<file path="src/rtl/mlc_pkg.sv">
package mlc_pkg;

    localparam int STATE_W = 2;
    localparam int MTYPE_W = 2;
    localparam int KIND_W  = 3;

    typedef enum logic [STATE_W-1:0] {
        LN_I = 2'd0,
        LN_S = 2'd1,
        LN_E = 2'd2,
        LN_M = 2'd3
    } line_state_e;

    typedef enum logic [MTYPE_W-1:0] {
        MT_UC = 2'd0,
        MT_WT = 2'd1,
        MT_WP = 2'd2,
        MT_WB = 2'd3
    } mem_type_e;

    typedef enum logic [KIND_W-1:0] {
        BK_NONE       = 3'd0,
        BK_READ_LINE  = 3'd1,
        BK_READ_PART  = 3'd2,
        BK_WRITE_PART = 3'd3,
        BK_OWNERSHIP  = 3'd4
    } bus_kind_e;

    typedef struct packed {
        line_state_e next;
        bus_kind_e   kind;
        logic        inval;
        logic        need_grant;
    } decision_t;

endpackage

</file>
<file path="src/rtl/mlc_policy.sv">
module mlc_policy
    import mlc_pkg::*;
(
    input  logic        is_write,
    input  logic        level_second,
    input  mem_type_e   mtype,
    input  line_state_e cur,
    input  logic        shared_fill,
    output decision_t   dec
);

    logic        hit;
    line_state_e fill_state;

    assign hit        = (cur != LN_I);
    assign fill_state = shared_fill ? LN_S : LN_E;

    always_comb begin
        dec.next       = cur;
        dec.kind       = BK_NONE;
        dec.inval      = 1'b0;
        dec.need_grant = 1'b0;
        unique case (mtype)
            MT_UC: begin
                // never cached: any hit drops the entry at either level
                dec.next  = LN_I;
                dec.inval = hit;
                dec.kind  = is_write ? BK_WRITE_PART : BK_READ_PART;
            end
            MT_WB: begin
                if (!is_write) begin
                    if (!hit) begin
                        dec.next = fill_state;
                        dec.kind = BK_READ_LINE;
                    end
                end else begin
                    unique case (cur)
                        LN_I: begin
                            dec.next = LN_M;
                            dec.kind = BK_READ_LINE;
                        end
                        LN_S: begin
                            dec.next       = LN_M;
                            dec.kind       = BK_OWNERSHIP;
                            dec.need_grant = 1'b1;
                        end
                        LN_E, LN_M: begin
                            dec.next = LN_M;
                        end
                    endcase
                end
            end
            MT_WT, MT_WP: begin
                if (!is_write) begin
                    if (!hit) begin
                        dec.next = fill_state;
                        dec.kind = BK_READ_LINE;
                    end
                end else begin
                    // writes always go out; no allocation on a miss.
                    // WT first-level hit updates data in place, WP leaves
                    // it untouched: the state is kept in both cases.
                    dec.kind = BK_WRITE_PART;
                    if (hit && level_second) begin
                        dec.next  = LN_I;
                        dec.inval = 1'b1;
                    end
                end
            end
        endcase
    end

endmodule

</file>
<file path="src/rtl/mlc_fsm.sv">
module mlc_fsm
    import mlc_pkg::*;
(
    input  logic        clk,
    input  logic        rst_n,
    input  logic        req_valid,
    input  decision_t   dec,
    input  logic        own_grant,
    output logic        rsp_valid,
    output line_state_e rsp_state,
    output logic        rsp_inval,
    output logic        bus_req,
    output bus_kind_e   bus_kind,
    output logic        busy
);

    typedef enum logic {
        FS_IDLE     = 1'b0,
        FS_OWN_WAIT = 1'b1
    } fsm_e;

    fsm_e cur_q, nxt;

    // state register
    always_ff @(posedge clk) begin
        if (!rst_n) cur_q <= FS_IDLE;
        else        cur_q <= nxt;
    end

    always_comb begin
        nxt = cur_q;
        unique case (cur_q)
            FS_IDLE:     if (req_valid && dec.need_grant) nxt = FS_OWN_WAIT;
            FS_OWN_WAIT: if (own_grant) nxt = FS_IDLE;
        endcase
    end

    // registered outputs
    always_ff @(posedge clk) begin
        if (!rst_n) begin
            rsp_valid <= 1'b0;
            rsp_state <= LN_I;
            rsp_inval <= 1'b0;
            bus_req   <= 1'b0;
            bus_kind  <= BK_NONE;
            busy      <= 1'b0;
        end else begin
            rsp_valid <= 1'b0;
            rsp_inval <= 1'b0;
            bus_req   <= 1'b0;
            bus_kind  <= BK_NONE;
            busy      <= (nxt == FS_OWN_WAIT);
            unique case (cur_q)
                FS_IDLE: begin
                    if (req_valid) begin
                        if (dec.need_grant) begin
                            bus_req  <= 1'b1;
                            bus_kind <= BK_OWNERSHIP;
                        end else begin
                            rsp_valid <= 1'b1;
                            rsp_state <= dec.next;
                            rsp_inval <= dec.inval;
                            bus_req   <= (dec.kind != BK_NONE);
                            bus_kind  <= dec.kind;
                        end
                    end
                end
                FS_OWN_WAIT: begin
                    if (own_grant) begin
                        rsp_valid <= 1'b1;
                        rsp_state <= LN_M;
                    end
                end
            endcase
        end
    end

endmodule

</file>
<file path="src/rtl/mlc_line_ctrl.sv">
module mlc_line_ctrl
    import mlc_pkg::*;
(
    input  logic       clk,
    input  logic       rst_n,
    input  logic       req_valid,
    input  logic       req_write,
    input  logic       req_level,
    input  logic [1:0] req_mtype,
    input  logic [1:0] req_state,
    input  logic       snoop_shared,
    input  logic       own_grant,
    output logic       rsp_valid,
    output logic [1:0] rsp_state,
    output logic       rsp_inval,
    output logic       bus_req,
    output logic [2:0] bus_kind,
    output logic       busy
);

    decision_t   dec;
    line_state_e st_out;
    bus_kind_e   kind_out;

    mlc_policy i_policy (
        .is_write     (req_write),
        .level_second (req_level),
        .mtype        (mem_type_e'(req_mtype)),
        .cur          (line_state_e'(req_state)),
        .shared_fill  (snoop_shared),
        .dec          (dec)
    );

    mlc_fsm i_fsm (
        .clk       (clk),
        .rst_n     (rst_n),
        .req_valid (req_valid),
        .dec       (dec),
        .own_grant (own_grant),
        .rsp_valid (rsp_valid),
        .rsp_state (st_out),
        .rsp_inval (rsp_inval),
        .bus_req   (bus_req),
        .bus_kind  (kind_out),
        .busy      (busy)
    );

    assign rsp_state = st_out;
    assign bus_kind  = kind_out;

endmodule

</file>
<file path="config.mk">
export PLATFORM = sky130hd
export DESIGN_NAME = mlc_line_ctrl
export DESIGN_NICKNAME = d
export VERILOG_FILES = /design/src/rtl/mlc_pkg.sv /design/src/rtl/mlc_policy.sv /design/src/rtl/mlc_fsm.sv /design/src/rtl/mlc_line_ctrl.sv
export SDC_FILE = /design/constraint.sdc
export NUM_CORES = 1
export LEC_CHECK = 0
export ABC_AREA = 1
export BUFFER_PORTS_ARGS = -buffer_cell sky130_fd_sc_hd__buf_2
export CAP_MARGIN = 30
export CORE_AREA = 5 5 42 44
export CTS_CLUSTER_DIAMETER = 50
export CTS_CLUSTER_SIZE = 24
export DETAILED_ROUTE_END_ITERATION = 10
export DIE_AREA = 0 0 47 49
export PLACE_DENSITY = 0.65
export SLEW_MARGIN = 10
export SYNTH_ARGS = -nofsm -noshare
export SYNTH_HDL_FRONTEND = slang
export SYNTH_SLANG_ARGS = --single-unit
export TNS_END_PERCENT = 5
</file>
<file path="constraint.sdc">
create_clock -name clk -period 1.5 [get_ports clk]
set_clock_uncertainty 0.15 [all_clocks]
set_input_delay 0.075 -clock clk [delete_from_list [all_inputs] [get_ports clk]]
set_output_delay 0.075 -clock clk [all_outputs]
set_load 0.01 [all_outputs]
</file>
---- Word-level counts from Yosys, hierarchy flattened ----
Index checks and enable logic that the tools add are counted.
cells by class
  bitwise gates (word level) .............. 3
  equality and inequality tests ........... 9
  reduce and logical (&&, ||, !) cells .... 11
  muxes and demuxes ....................... 28
operators by type and width
  kind                number
  $mux 5              3
  $pmux 5 s3          1
  $mux 1              12
  $mux 2              6
  $eq 2x2->1 const B  4
  $reduce_or 4->1     2
  $ne 2x2->1 const B  3
  $pmux 1 s2          3
  $pmux 3 s2          1
  $eq 2x1->1 const B  2
  $logic_not 2->1     2
  $pmux 2 s2          1
  $mux 3              1
  $not 1->1           3
  $reduce_and 3->1    1
  $reduce_bool 3->1   1
  $reduce_or 3->1     1
  $logic_and 1x1->1   2
  $reduce_bool 2->1   1
  $reduce_or 2->1     1
storage, ports and cells
  flip-flop bits (word level) ............. 9

---- Logic depth before layout (Yosys ltp) ----
  depth in word-level cells ............... 8
  gate-level depth with buffers ........... 9

---- Hierarchy ----
From an unflattened synthesis, not the netlist that was laid out.
unflattened totals
  cell total of the unflattened synthesis .. 84
  area total of the unflattened synthesis .. 529.3 µm²
modules (own cells, without submodules)
  module      area an instance (µm²)  instances  cells each  sequential area each (µm²)
  mlc_fsm     331.6                   1          43          180.2
  mlc_policy  197.7                   1          41          0.0

---- Worst setup path after synthesis ----
OpenSTA, ideal clock, no wires.
  path kind ............................... input-to-reg
  start point ............................. input port req_mtype[0]
  end point ............................... register i_fsm.bus_req
  arrival time ............................ 0.842 ns
  setup slack ............................. 0.394 ns
  data required time ...................... 1.236 ns
  stages on the path ...................... 8
  library setup time ...................... 0.114 ns
  cell sequence ........................... inv_1 > ha_1 > nor2_1 > nor2_2 > o21ai_2 > nand2_1 > nor2_1 > nor2_1
between the ends
  longest elaborated chain between the ends .. 5
  elaborated cells between the ends (all ways) .. 9
  classes of those cells .................. 3 x eq/ne; 3 x mux; 3 x reduce/logical
RTL lines
  item                                             RTL line            source
  start, declared                                  mlc_line_ctrl.sv:9  input logic [1:0] req_mtype,
  $eq 2x1->1 / $eq 2x2->1 (equally long branches)  mlc_policy.sv:23    unique case (mtype)
  $reduce_or 2->1                                  mlc_policy.sv:23
  $pmux 5 s3                                       mlc_policy.sv:23
  $reduce_bool 3->1                                mlc_fsm.sv:63       bus_req <= (dec.kind != BK_NONE);
  $mux 1 *                                         mlc_fsm.sv:56       if (dec.need_grant) begin
  end signal, assigned                             mlc_fsm.sv:63
  end, declared                                    mlc_fsm.sv:12       output logic bus_req,
Every way passes the cells marked *; elsewhere a longest branch is shown, timed or not.
A chain may end at the register's enable or synchronous reset.

---- Worst setup path in the final report ----
  start point ............................. input port req_write
  end point ............................... register i_fsm.bus_req
between the ends
  longest elaborated chain between the ends .. 4
  elaborated cells between the ends (all ways) .. 8
  classes of those cells .................. 7 x mux; 1 x reduce/logical
RTL lines
  item                            RTL line            source
  start, declared                 mlc_line_ctrl.sv:7  input logic req_write,
  $mux 5 (tied with other cells)  mlc_policy.sv:54    if (!is_write) begin
  $pmux 5 s3                      mlc_policy.sv:23
  $reduce_bool 3->1               mlc_fsm.sv:63
  $mux 1 *                        mlc_fsm.sv:56
Marked as above.

==> flow_summary_export.csv <==
group,metric,value,unit
routing,drt-initial-drc-count,1,
floorplan,num_rows,14,
power_and_ir_drop,p_comb_frac,0.224,
status,outcome,"completed",
worst_setup_path,critPathSlowestCell,"dlygate4sd3_1",
floorplan,die_x,47,µm
sta,relSlewSlack,0.8527,
worst_setup_path,cp_max_fo,4,
final_layout,design_area,675.6,µm²
power_and_ir_drop,power.internal,0.4023,mW
clock_network,cts_htree_levels,1,
routing,vias,518,
placed_design,dpl-instance-area,618.1,µm²
synthesis,avgSynthCellArea,6.706,µm²
final_layout,syn_to_final_growth,34.33,%
power_and_ir_drop,swShare,0.2848,
routing,wl_per_cell,8.299,µm
clock_network,cts.clk_slew.worst_paths,0.06,ns
worst_setup_path,regToRegSetupSlack,0.44,ns
final_layout,final_util,0.4821,
floorplan,num_io_pins,20,
clock_network,postCtsResizedCells,0,
global_route,antenna_found_initial,0,
synthesis,ys_ff_latch,9,
power_and_ir_drop,p_total,0.5626,mW
sta,fin_setup_tns,0,ns
worst_setup_path,cpPeakStageDelay,0.52,ns
placed_design,portBuffers,19,
worst_setup_path,required,1.50,ns
global_route,grt_max_degree,7,
sta,finalCritPeriodShare,0.8207,
floorplan,start_util,0.3589,
worst_setup_path,reg2regPathDepth,8,
synthesis,synth_nets,88,
worst_setup_path,r2r_start,"i_fsm.cur_q",
worst_setup_path,r2r-end,"i_fsm.rsp_state[0]",
final_layout,final-seq-area,180.2,µm²
final_layout,final_nets,115,
clock_network,numCtsBuffers,3,
clock_network,cts_root_buf,"clkbuf_4",
global_route,grt_pass1_wl,1649,µm
global_route,grt_pass1_vias,453,
routing,via_per_inst,4.427,
final_layout,drive_gt1_frac,0.3564,
clock_network,insertion_delay,0.25,ns
worst_setup_path,path_cells,"dlygate4sd3_1, buf_2, nand2_1, inv_1, nor2_1, nand2_1, nor2_1, nor2_1",
final_layout,n_fill_cell,151,
sta,period_minus_slack,1.231,ns
worst_setup_path,endpoint_kind,"register",
worst_setup_path,critPathBufInv,3,
floorplan,dieArea,2303,µm²
min_path,hold_path.class,"input pin to register",
power_and_ir_drop,p_sw,0.1602,mW
worst_setup_path,critPathKind,"input pin to register",
worst_setup_path,cp_common_cell,"nor2_1",
power_and_ir_drop,cellPowerDensity,832.6,nW/µm²
worst_setup_path,crit_cells,8,
worst_setup_path,cp-start-kind,"input pin",
sta,setup_viol,0,
synthesis,postSynthCellCount,75,
synthesis,yosysSeqAreaShare,0.3582,
synthesis,yosysTopAreaCell,"dfxtp_1",
final_layout,multi_input_area,259.0,µm²
synthesis,synth_top_area_share,0.3582,
floorplan,fp.coreArea,1401,µm²
sta,drv_slew,0,
sta,grt_setup_unrepaired,"false",
power_and_ir_drop,p_leak,0.4017,nW
power_and_ir_drop,seq_power_share,0.452,
routing,remaining_drc_errors,0,
global_route,grtUsageTotal,0.09457,
global_route,grt-ovfl-total,0,
floorplan,die_y,49,µm
min_path,hold_path_depth,4,
sta,fin_hold_ws,0.02244,ns
routing,firstDrtPassIters,3,
placed_design,hpwl,829.8,µm
worst_setup_path,crit_family,"buffers and inverters",
power_and_ir_drop,clock_power_share,0.324,
synthesis,synthesis.area,503.0,µm²
clock_network,cts_tree,"built",
placed_design,place_congestion,0.7090,
clock_network,cts_sinks,9,
sta,hold_violations,0,
routing,routed_wl,971,µm
power_and_ir_drop,peakVddDrop,0.3046,mV
sta,worstMarginPinSlew,0.2203,ns
clock_network,clockBufferDepth,2,
synthesis,synth_area_leaders,"dfxtp_1 36%, nand2_1 13%, inv_1 9.7%",
worst_setup_path,crit_path_end,"i_fsm.bus_req",
job,maxCapViolations,0,
synthesis,ys_types,16,
final_layout,insertedDiodeCount,0,
worst_setup_path,cp-startpoint,"req_write",
worst_setup_path,arrival,1.23,ns
sta,timing.fmax,812.3,MHz
routing,ant_nets,0,
synthesis,synth.yosys.warnings,0,
[per-layer routing]
metal  share of wire  track usage  wire length (µm)  vias to the layer above
met1            0.45       0.1150               435                      224
met4           0.018      0.05530                17                        0
met5               0            0                 0                        -
met2            0.45       0.1516               437                       16
li1                -            -                 -                      276
met3           0.083      0.01107                81                        2
[synth_stat cells, drive strengths merged]
master  count
nand2      21
inv        17
nor2       15
dfxtp       9
nand3       6
a21oi       2
ha          2
o21ai       2
o32ai       1
[worst min path at each step]
stage,start,end,slack [ns]
3_3_place_gp,own_grant,i_fsm.cur_q,0.15
5_1_grt,req_state[1],i_fsm.bus_kind[2],0.04
3_5_place_dp,own_grant,i_fsm.cur_q,0.16
6_report,req_state[1],i_fsm.bus_kind[2],0.02
2_1_floorplan,own_grant,i_fsm.cur_q,0.04
4_1_cts,req_state[1],i_fsm.bus_kind[2],0.02
[stage by stage]
step,setup WS [ns],std cells
3_3_place_gp,0.2546,110
2_1_floorplan,0.3944,75
6_report,0.2689,117
5_1_grt,0.1819,117
3_5_place_dp,0.2279,110
4_1_cts,0.2776,117
[flip-flops by register name, summed over array words and instances, names as in the netlist]
signal,cells
i_fsm.rsp_inval,1
i_fsm.bus_kind,3
i_fsm.bus_req,1
i_fsm.rsp_valid,1
i_fsm.rsp_state,2
i_fsm.cur_q,1
[power by group through the flow]
stage	Sequential, mW	Clock [mW]	Combinational, mW
after floorplan	0.267	0	0.0729
after global placement	0.259	0	0.119
after detailed placement	0.260	0	0.121
after CTS	0.255	0.187	0.127
after global routing	0.256	0.198	0.143
final	0.254	0.182	0.126
[tightest hold or removal path, stage by stage]
cell,delay (ns)
buf_2,0.13
nor2_4,0.05
nand2_4,0.07
nor2_1,0.04
[cells by family after synthesis]
logic type | share of synthesized area
AOI/OAI and AO/OA | 0.07213
adders and majority gates | 0.04974
and+or+nand+nor | 0.3930
DFF | 0.3582
buffers and inverters | 0.1269
[what timing repair did]
| action | in CTS | in global routing |
|---|---|---|
| hold buffers | 3 | 0 |
| setup buffers | 0 | 0 |
| endpoints found under the hold margin | 8 | 0 |
[cells in the final DEF, fill, tap and decap left out, types with 2 or more instances in the layout]
master,count
buf_2,19
clkbuf_4,3
dfxtp_1,9
dlygate4sd3_1,3
ha_1,2
inv_1,13
inv_2,4
nand2_1,18
nand2_4,2
nand3_1,6
nor2_1,11
nor2_2,3
[cell type report]
type,instances,area share
Multi-Input combinational cell,49,0.3833
Clock buffer,3,0.03333
Timing Repair Buffer,22,0.1852
Sequential cell,9,0.2667
Clock inverter,1,0.007407
Tap cell,16,0.02963
Inverter,17,0.09444
No activity file was read; power rests on OpenSTA's default activity.
